--- config.mk ---
export PLATFORM = sky130hd
export DESIGN_NAME = sym_pair_framer
export DESIGN_NICKNAME = d
export VERILOG_FILES = /design/src/rtl/sp_frame_pkg.sv /design/src/rtl/sp_sym_decoder.sv /design/src/rtl/sp_delim_detect.sv /design/src/rtl/sp_pair_align.sv /design/src/rtl/sym_pair_framer.sv
export SDC_FILE = /design/constraint.sdc
export NUM_CORES = 1
export LEC_CHECK = 0
export CORE_MARGIN = 5
export CORE_UTILIZATION = 61
export CTS_CLUSTER_SIZE = 30
export DETAILED_ROUTE_END_ITERATION = 8
export DONT_BUFFER_PORTS = 1
export PLACE_DENSITY_LB_ADDON = 0.15
export RECOVER_POWER = 50
export SETUP_SLACK_MARGIN = 0.1
export SKIP_LAST_GASP = 1
export SYNTH_ARGS = -nofsm -noshare
export SYNTH_HDL_FRONTEND = slang
export SYNTH_SLANG_ARGS = --single-unit
--- constraint.sdc ---
create_clock -name clk_i -period 2.3 [get_ports clk_i]
set_input_delay 0.345 -clock clk_i [delete_from_list [all_inputs] [get_ports clk_i]]
set_output_delay 0.345 -clock clk_i [all_outputs]
set_load 0.02 [all_outputs]
--- src/rtl/sp_frame_pkg.sv ---
package sp_frame_pkg;
  localparam int SYM_W  = 5;
  localparam int NIB_W  = 4;
  localparam int HALF_W = NIB_W + 1;
  localparam int WORD_W = 2 * HALF_W;

  typedef struct packed {
    logic             ctl;
    logic [NIB_W-1:0] val;
  } half_t;

  localparam logic [SYM_W-1:0] SYM_J    = 5'b11000;
  localparam logic [SYM_W-1:0] SYM_K    = 5'b10001;
  localparam logic [SYM_W-1:0] SYM_IDLE = 5'b11111;

  localparam half_t HALF_VIOL   = '{ctl: 1'b1, val: 4'hE};
  localparam half_t HALF_PHYINV = '{ctl: 1'b1, val: 4'hF};
endpackage

--- src/rtl/sp_sym_decoder.sv ---
module sp_sym_decoder
  import sp_frame_pkg::*;
(
  input  logic [SYM_W-1:0] sym_i,
  input  logic             eb_err_i,
  input  logic             quiet_i,
  output half_t            half_o
);
  half_t dec;

  always_comb begin
    dec = HALF_VIOL;
    unique case (sym_i)
      5'b11110: dec = '{1'b0, 4'h0};
      5'b01001: dec = '{1'b0, 4'h1};
      5'b10100: dec = '{1'b0, 4'h2};
      5'b10101: dec = '{1'b0, 4'h3};
      5'b01010: dec = '{1'b0, 4'h4};
      5'b01011: dec = '{1'b0, 4'h5};
      5'b01110: dec = '{1'b0, 4'h6};
      5'b01111: dec = '{1'b0, 4'h7};
      5'b10010: dec = '{1'b0, 4'h8};
      5'b10011: dec = '{1'b0, 4'h9};
      5'b10110: dec = '{1'b0, 4'hA};
      5'b10111: dec = '{1'b0, 4'hB};
      5'b11010: dec = '{1'b0, 4'hC};
      5'b11011: dec = '{1'b0, 4'hD};
      5'b11100: dec = '{1'b0, 4'hE};
      5'b11101: dec = '{1'b0, 4'hF};
      5'b00000: dec = '{1'b1, 4'h0};
      5'b00100: dec = '{1'b1, 4'h1};
      5'b11000: dec = '{1'b1, 4'h2};
      5'b10001: dec = '{1'b1, 4'h3};
      5'b01101: dec = '{1'b1, 4'h4};
      5'b00111: dec = '{1'b1, 4'h5};
      5'b11001: dec = '{1'b1, 4'h6};
      5'b11111: dec = '{1'b1, 4'h7};
      default:  dec = HALF_VIOL;
    endcase
  end

  // invalid-PHY beats violation and normal decode
  assign half_o = (eb_err_i && quiet_i) ? HALF_PHYINV : dec;
endmodule

--- src/rtl/sp_delim_detect.sv ---
module sp_delim_detect
  import sp_frame_pkg::*;
(
  input  logic             clk_i,
  input  logic             rst_ni,
  input  logic             acc_i,
  input  logic [SYM_W-1:0] sym_i,
  output logic             jk_o
);
  logic [SYM_W-1:0] last_sym_q;

  always_ff @(posedge clk_i or negedge rst_ni) begin
    if (!rst_ni)    last_sym_q <= SYM_IDLE;
    else if (acc_i) last_sym_q <= sym_i;
  end

  assign jk_o = acc_i && (last_sym_q == SYM_J) && (sym_i == SYM_K);
endmodule

--- src/rtl/sp_pair_align.sv ---
module sp_pair_align
  import sp_frame_pkg::*;
(
  input  logic              clk_i,
  input  logic              rst_ni,
  input  logic              acc_i,
  input  logic              jk_i,
  input  half_t             cur_half_i,
  output logic              emit_o,
  output logic [WORD_W-1:0] pair_o
);
  logic  locked_q;
  logic  second_q;   // next accepted symbol completes a pair
  half_t last_half_q;

  always_ff @(posedge clk_i or negedge rst_ni) begin
    if (!rst_ni) begin
      locked_q    <= 1'b0;
      second_q    <= 1'b0;
      last_half_q <= '0;
    end else if (acc_i) begin
      last_half_q <= cur_half_i;
      if (jk_i) begin
        locked_q <= 1'b1;
        second_q <= 1'b0;
      end else if (locked_q) begin
        second_q <= ~second_q;
      end
    end
  end

  assign emit_o = acc_i && (jk_i || (locked_q && second_q));
  assign pair_o = {last_half_q, cur_half_i};
endmodule

--- src/rtl/sym_pair_framer.sv ---
module sym_pair_framer
  import sp_frame_pkg::*;
(
  input  logic              clk_i,
  input  logic              rst_ni,
  input  logic [SYM_W-1:0]  sym_i,
  input  logic              sym_valid_i,
  input  logic              eb_err_i,
  input  logic              quiet_i,
  output logic [WORD_W-1:0] byte_o,
  output logic              byte_valid_o
);
  half_t             cur_half;
  logic              jk;
  logic              emit;
  logic [WORD_W-1:0] pair;

  sp_sym_decoder u_dec (
    .sym_i    (sym_i),
    .eb_err_i (eb_err_i),
    .quiet_i  (quiet_i),
    .half_o   (cur_half)
  );

  sp_delim_detect u_delim (
    .clk_i  (clk_i),
    .rst_ni (rst_ni),
    .acc_i  (sym_valid_i),
    .sym_i  (sym_i),
    .jk_o   (jk)
  );

  sp_pair_align u_align (
    .clk_i      (clk_i),
    .rst_ni     (rst_ni),
    .acc_i      (sym_valid_i),
    .jk_i       (jk),
    .cur_half_i (cur_half),
    .emit_o     (emit),
    .pair_o     (pair)
  );

  always_ff @(posedge clk_i or negedge rst_ni) begin
    if (!rst_ni) begin
      byte_o       <= '0;
      byte_valid_o <= 1'b0;
    end else begin
      byte_valid_o <= emit;
      if (emit) byte_o <= pair;
    end
  end
endmodule

### Word-level counts from Yosys, hierarchy flattened

Memories as Yosys holds them, arrays and structs flattened.
Cells that the tools add are included.

* bitwise gates (word level): 1
* eq/ne operators: 2
* muxes and demuxes: 3
* reduce and logical (&&, ||, !) cells: 9

Operators by type and width (count)
* 5-bit equality test (second input constant): 2
* 1-bit logical AND: 5
* 5-bit 2-to-1 mux: 1
* 2-bit AND reduction: 2
* 1-bit 2-to-1 mux: 2
* 2-bit nonzero test: 1
* 1-bit logical OR: 1
* 1-bit inverter: 1

* word-level logic and storage cells: 23
* memories: 1
* memory bits (read-only): 160
* register bits after elaboration: 23

Memory list
* (name not given): words 32, bits a word 5, rd ports 1, clocked after Yosys merged registers in 0, wr ports 0, line sp_sym_decoder.sv:13 `unique case (sym_i)`

### Longest topological paths before layout

Gate-level depths: netlist of the first run.

* depth after elaboration: 5
* depth in mapped cells: 7
* depth with buffers taken out: 6

### Hierarchy

A second synthesis of the first run with hierarchy kept.

* cell total of the unflattened synthesis: 110
* area, all modules: 1352.5 um^2

Modules (own cells, without submodules)
* sym_pair_framer: cells an instance 22, times used 1, area each 436.7 um^2
* sp_sym_decoder: cells an instance 50, times used 1, area each 362.8 um^2
* sp_pair_align: cells an instance 24, times used 1, area each 324.1 um^2
* sp_delim_detect: cells an instance 14, times used 1, area each 229.0 um^2

### Least setup slack after synthesis of the first run

No wires, ideal clock.

* path kind: input port to flip-flop
* from: input sym_i[2]
* to: register u_align.last_half_q, in the netlist u_align.pair_o[6]
* arrival: 1.489 ns
* stages on the path: 7
* path buffers: 1
* setup slack: 0.686 ns
* setup time: 0.125 ns
* path through: clkbuf_1 -> inv_1 -> ha_1 -> nor2_1 -> a2111oi_0 -> a41oi_1 -> mux2_2

* cells in the longest elaborated chain, start to end: 2

Ends and longest elaborated chain
* start, declared: line sym_pair_framer.sv:6 `input logic [SYM_W-1:0] sym_i,`
* memory read 32 x 5 bit
* 5-bit 2-to-1 mux: line sp_sym_decoder.sv:43 `assign half_o = (eb_err_i && quiet_i) ? HALF_PHYINV : dec;`
* end signal, assigned: line sp_pair_align.sv:22 `last_half_q <= cur_half_i;`
* end, declared: line sp_pair_align.sv:14 `half_t last_half_q;`

No other way between the ends.
A chain may end at the register's enable or synchronous reset.

### Worst setup path in the final report of the first run

* from: register u_delim.last_sym_q[1]
* to: register byte_o[4]

* cells in the longest elaborated chain, start to end: 5

Ends and longest elaborated chain
* start, declared: line sp_delim_detect.sv:10 `logic [SYM_W-1:0] last_sym_q;`
* start signal, assigned: line sp_delim_detect.sv:14 `else if (acc_i) last_sym_q <= sym_i;`
* 5-bit equality test: line sp_delim_detect.sv:17 `assign jk_o = acc_i && (last_sym_q == SYM_J) && (sym_i == SYM_K);`
* 1-bit logical AND (2 in series): line sp_delim_detect.sv:17
* 1-bit logical OR: line sp_pair_align.sv:32 `assign emit_o = acc_i && (jk_i || (locked_q && second_q));`
* 1-bit logical AND: line sp_pair_align.sv:32
* end signal, assigned: line sym_pair_framer.sv:49 `if (emit) byte_o <= pair;`
* end, declared: line sym_pair_framer.sv:10 `output logic [WORD_W-1:0] byte_o,`

No other way between the ends.

==> metrics.txt, run 1 <==
Placer Congestion=0.858; Hold Crit Depth=1; # IOs=21; Die Area=3100 sq um; Non-Filler Instances=144; count leader, synth=dfrtp_1; cell area after layout=1320 sq um; # nets final=134; CTS resizes=0; Setup Skew=~0.014 ns; Chip Height=~56 um; clock slew at reported path FFs=0.12 ns; WP buf/inv=0; Yosys top cell area share=0.354; DRC Markers=0; worst min path class=input port to flop; dpl hpwl=1.74 mm; Yosys cell types=34; max-slew violation count=0; # hold bufs at CTS=1; Worst-Margin Slew=0.966 ns; reg2reg path depth=4; Tot GR Track Use=0.166; critical path class=flop to flop; Worst EP arrival=1.91 ns; Rel. slew slack=0.354; H-tree depth=1; sequential fraction of the synthesis area=0.458; cts bufs inserted=3; root buf cell=clkbuf_4; fmax=0.585 GHz; EDFF count, synth=0; drt pass-1 iters=4; Post-synth top flop=dfrtp_1; crit path max fanout=9; Core ar.=1980 sq um; CTS tree=done; gate family responsible for the most delay along the worst path=simple AND/OR/NAND/NOR gates; Clock Sinks=23; top cells by count, synth=dfrtp_1, mux2_2, nand2_1; post-synthesis cell count=118; initial antenna violation count=0; synthesized area=1270 sq um; max cap viols=0; Placed Cells=139; Finished Core Util=0.664; Total Wirelength=2.31 mm; # port buffers=0; CP Data Required Time=2.50 ns; worst vdd ir=0.506 mV; power density cells=605 nW/um^2; final period utilization=0.744; max incr delay on CP=0.41 ns; #FFs+latches synth=23; Inserted Diodes=0; DR vias/cell=6.01; DP Area=1280 sq um; Synth area leader=dfrtp_1; syn nets=134; post-CTS setup buffers=0; ANT nets after route=0; clock latency on the worst-skew pair=between 0.3 and 0.4 ns; dominant cells by area after synthesis=dfrtp_1, mux2_2, dfstp_2, ha_1, nand2_1; RSZ-0062 raised after global routing=no; Yosys warnings=0; grt ovf=0; Initial Util=0.641; Startpoint Class=flop; Die W=between 50 and 60 um; LEAKAGE=0.000593 uW; Final Setup Violations=0; vias in the first global route=836; Clock Tree Buf Depth=2; CP cell instances=or3_4 -> o31ai_4 -> nand2_4 -> mux2_2; first-pass GRT wire length=3.98 mm; largest net degree at the start of global routing=24; TNS Setup=0 ns; async set-reset flop share out of synthesis=1.00; Final Critical Period=1.71 ns; Avg WL per Cell=16.1 um; Syn Area/Cell=10.8 sq um; area delta synth->final=3.54%; final hold vios=0; Core Rows=16; Tot Pwr=roughly 800 uW; CP max stage cell=or3_4; via count=866; status=complete, no violations; crit end category=flop; CP Depth=4; DR iter-0 viols=10; layout cells sized above 1=0.222
## per-layer routing
metal	wire length, um	vias to the layer above	GRT usage
met5	0	-	0
met1	965	417	0.199
met3	167	4	0.0580
met2	1130	28	0.265
met4	44	0	0.0764
li1	-	417	-
## cell usage in the layout (no fill, tap or decap), types with 2 or more instances in the layout
cell type,count
nor3_1,4
o311ai_0,2
o211ai_1,2
dfstp_2,4
o21ai_0,6
ha_1,6
a211oi_1,2
nand2_1,9
dfrtp_1,18
clkbuf_4,3
mux2i_1,2
nor2b_1,4
a21o_1,2
inv_1,6
mux2_2,16
a21oi_1,6
nor2_1,6
## cell type report
cell class / instances / area [sq um]
clock buffer: 4 / 26.3
fill: 152 / 666
inverter: 6 / 22.5
multi-input combinational: 83 / 642
sequential: 23 / 582
tap: 27 / 33.8
timing repair buffer: 1 / 10.0
## worst paths after layout
kind	to	slack (ns)	start
min in group asynchronous	byte_o[0]$_DFFE_PN0P_	0.62	rst_ni
worst min register to register	byte_o[9]$_DFFE_PN0P_	0.51	u_align.pair_o[9]$_DFFE_PN0P_
worst max-delay path	byte_o[4]$_DFFE_PN0P_	0.59	u_delim.last_sym_q[1]$_DFFE_PN1P_
max in group asynchronous	byte_o[7]$_DFFE_PN0P_	1.09	rst_ni
worst max register to register	byte_o[4]$_DFFE_PN0P_	0.59	u_delim.last_sym_q[1]$_DFFE_PN1P_
worst min-delay path	u_align.pair_o[5]$_DFFE_PN0P_	0.10	sym_valid_i
## logic make-up after synthesis
group,synth area share
and+or+nand+nor,0.138
AOI/OAI and AO/OA,0.144
DFF,0.458
muxes,0.157
buffers and inverters,0.0374
adders and majority gates,0.0591
xor gates and xnor gates,0.00689
## state kept, by name (all words and copies together), names as in the netlist
name / flops
u_align.locked_q: 1
u_delim.last_sym_q: 5
u_align.second_q: 1
u_align.pair_o: 5
byte_valid_o: 1
byte_o: 10
## through the flow
| step | hold WS (ns) | setup slack [ns] |
|---|---|---|
| 2_1_floorplan | 0.0494 | 0.686 |
| 3_3_place_gp | 0.0499 | 0.621 |
| 3_5_place_dp | 0.0499 | 0.553 |
| 4_1_cts | 0.108 | 0.587 |
| 5_1_grt | 0.0915 | 0.511 |
| 6_report | 0.103 | 0.589 |
## power by group
| part | leakage, uW | internal [uW] | switching [uW] |
|---|---|---|---|
| Combinational | 0.000299 | 60.0 | 51.7 |
| Clock | 0.0000150 | 67.8 | 114 |
| Sequential | 0.000278 | 455 | 47.8 |
| Total | 0.000593 | 582 | 213 |
Power figures use the tool's default switching activity.
==> run 2, diff against run 1 <==
--- a/config.mk
+++ b/config.mk
@@ -6,7 +6,7 @@
 export NUM_CORES = 1
 export LEC_CHECK = 0
 export CORE_MARGIN = 5
-export CORE_UTILIZATION = 61
+export CORE_UTILIZATION = 55
 export CTS_CLUSTER_SIZE = 30
 export DETAILED_ROUTE_END_ITERATION = 8
 export DONT_BUFFER_PORTS = 1
==> constraint.sdc (replaced) <==
create_clock -name clk_i -period 1.5 [get_ports clk_i]
set_input_delay 0.225 -clock clk_i [delete_from_list [all_inputs] [get_ports clk_i]]
set_output_delay 0.225 -clock clk_i [all_outputs]
set_load 0.02 [all_outputs]
==> metrics.txt, run 2 (same netlist as run 1, synthesis figures left out) <==
dpl hpwl=1.70 mm; first-pass GRT wire length=3.91 mm; initial antenna violation count=0; Setup Skew=0.000929 ns; Final Setup Violations=10; largest net degree at the start of global routing=24; failing checks=negative setup slack; Avg WL per Cell=~15 um; Initial Util=0.575; via count=881; cts bufs inserted=3; DRC Markers=0; RSZ-0062 raised after global routing=yes; LEAKAGE=0.000642 uW; final period utilization=1.06; Total Wirelength=2.36 mm; setup ws final=-0.0865 ns; worst min path class=input port to flop; Rel. slew slack=0.327; clock latency on the worst-skew pair=0.30 ns; commonest non-fill, non-tap cell in the layout=dfrtp_1; fmax=0.630 GHz; Largest register FFs=10; Core Rows=17; drt pass-1 iters=4; vias in the first global route=897; H-tree depth=1; Filler Cell Count=180; DR vias/cell=5.80; Worst EP arrival=between 1.5 and 2 ns; register with the most flip-flops=byte_o; grt ovf=0; # nets final=141; ANT nets after route=0; area delta synth->final=10.1%; # IOs=21; power density cells=882 nW/um^2; Die W=58.1 um; clock slew at reported path FFs=0.12 ns; worst vdd ir=1.06 mV; DR iter-0 viols=17; Worst Hold Slack=0.0388 ns; critical path class=flop to flop; Tot Pwr=roughly 1200 uW; crit path max fanout=9; layout cells sized above 1=0.306; root buf cell=clkbuf_4; # port buffers=0; CTS tree=done; max-slew violation count=0; leading cell types in the layout, fill and taps excluded=dfrtp_1, mux2_2, nand2_1; Startpoint Class=flop; crit end category=flop; status=finished with violations; Placer Congestion=~0.79; Die Area=3370 sq um; final hold vios=0; Worst-Margin Slew=1.01 ns; CP Data Required Time=around 1.7 ns; max cap viols=0; Inserted Diodes=0; Chip Height=58.1 um; Tot GR Track Use=0.148; Core ar.=2210 sq um; Clock Tree Buf Depth=2; Clock Sinks=23; Placement Setup Slack=-0.0592 ns; Final Critical Period=1.59 ns
-- run 2: worst paths after layout --
check | start | endpoint | slack, ns | cells after the start
max in group asynchronous | rst_ni | byte_o[9]$_DFFE_PN0P_ | 0.37 | 1
setup / recovery | u_delim.last_sym_q[4]$_DFFE_PN1P_ | byte_o[2]$_DFFE_PN0P_ | -0.09 | 4
hold / removal | sym_valid_i | u_align.locked_q$_DFFE_PN0P_ | 0.04 | 1
min in group asynchronous | rst_ni | byte_o[8]$_DFFE_PN0P_ | 0.53 | 1
hold reg to reg | u_align.pair_o[8]$_DFFE_PN0P_ | u_align.pair_o[8]$_DFFE_PN0P_ | 0.51 | 2
setup reg to reg | u_delim.last_sym_q[4]$_DFFE_PN1P_ | byte_o[2]$_DFFE_PN0P_ | -0.09 | 4
-- run 2: area by class of cell --
type	count	area, sq um	area share
sequential	23	582	0.416
clock buffer	3	22.5	0.0161
tap	28	35.0	0.0250
multi-input combinational	83	661	0.472
clock inverter	1	5.00	0.00357
timing repair buffer	8	72.6	0.0518
inverter	6	22.5	0.0161
-- run 2: per-stage QoR --
| step | utilization | instances | instance area, sq um | setup TNS [ns] |
|---|---|---|---|---|
| 2_1_floorplan | - | 118 | 1270 | -0.466 |
| 3_3_place_gp | 0.589 | 143 | 1300 | -0.251 |
| 3_5_place_dp | 0.589 | 143 | 1300 | -0.442 |
| 4_1_cts | 0.631 | 152 | 1400 | -0.581 |
| 5_1_grt | 0.633 | 152 | 1400 | -1.47 |
| 6_report | 0.633 | 152 | 1400 | -0.719 |
-- run 2: critical path, cell delays in order, from the launching register on --
cell and delay (ns):
dfstp_2 0.55, nand4b_1 0.17, o31ai_4 0.34, nand2_4 0.14
mux2_2 0.29
-- run 2: metal layers --
| metal | part of all wire | GRT usage | vias up |
|---|---|---|---|
| met5 | 0 | 0 | - |
| li1 | - | - | 434 |
| met3 | 0.055 | 0.0490 | 0 |
| met1 | 0.45 | 0.193 | 427 |
| met4 | 0 | 0.0265 | 0 |
| met2 | 0.49 | 0.242 | 20 |
-- run 2: power breakdown --
part	internal (uW)	total [uW]	switching (uW)
registers	698	773	74.7
clock network	99.3	273	173
logic	105	190	85.1
-- run 2: timing repair --
action | 4_1_cts | 5_1_grt
pin swaps | 5 | 2
endpoints found under the setup margin | 11 | 11
hold endpoints to repair | 25 | 0
resized for setup | 6 | 1
buffers inserted | 3 | 0
hold buffers | 2 | 0
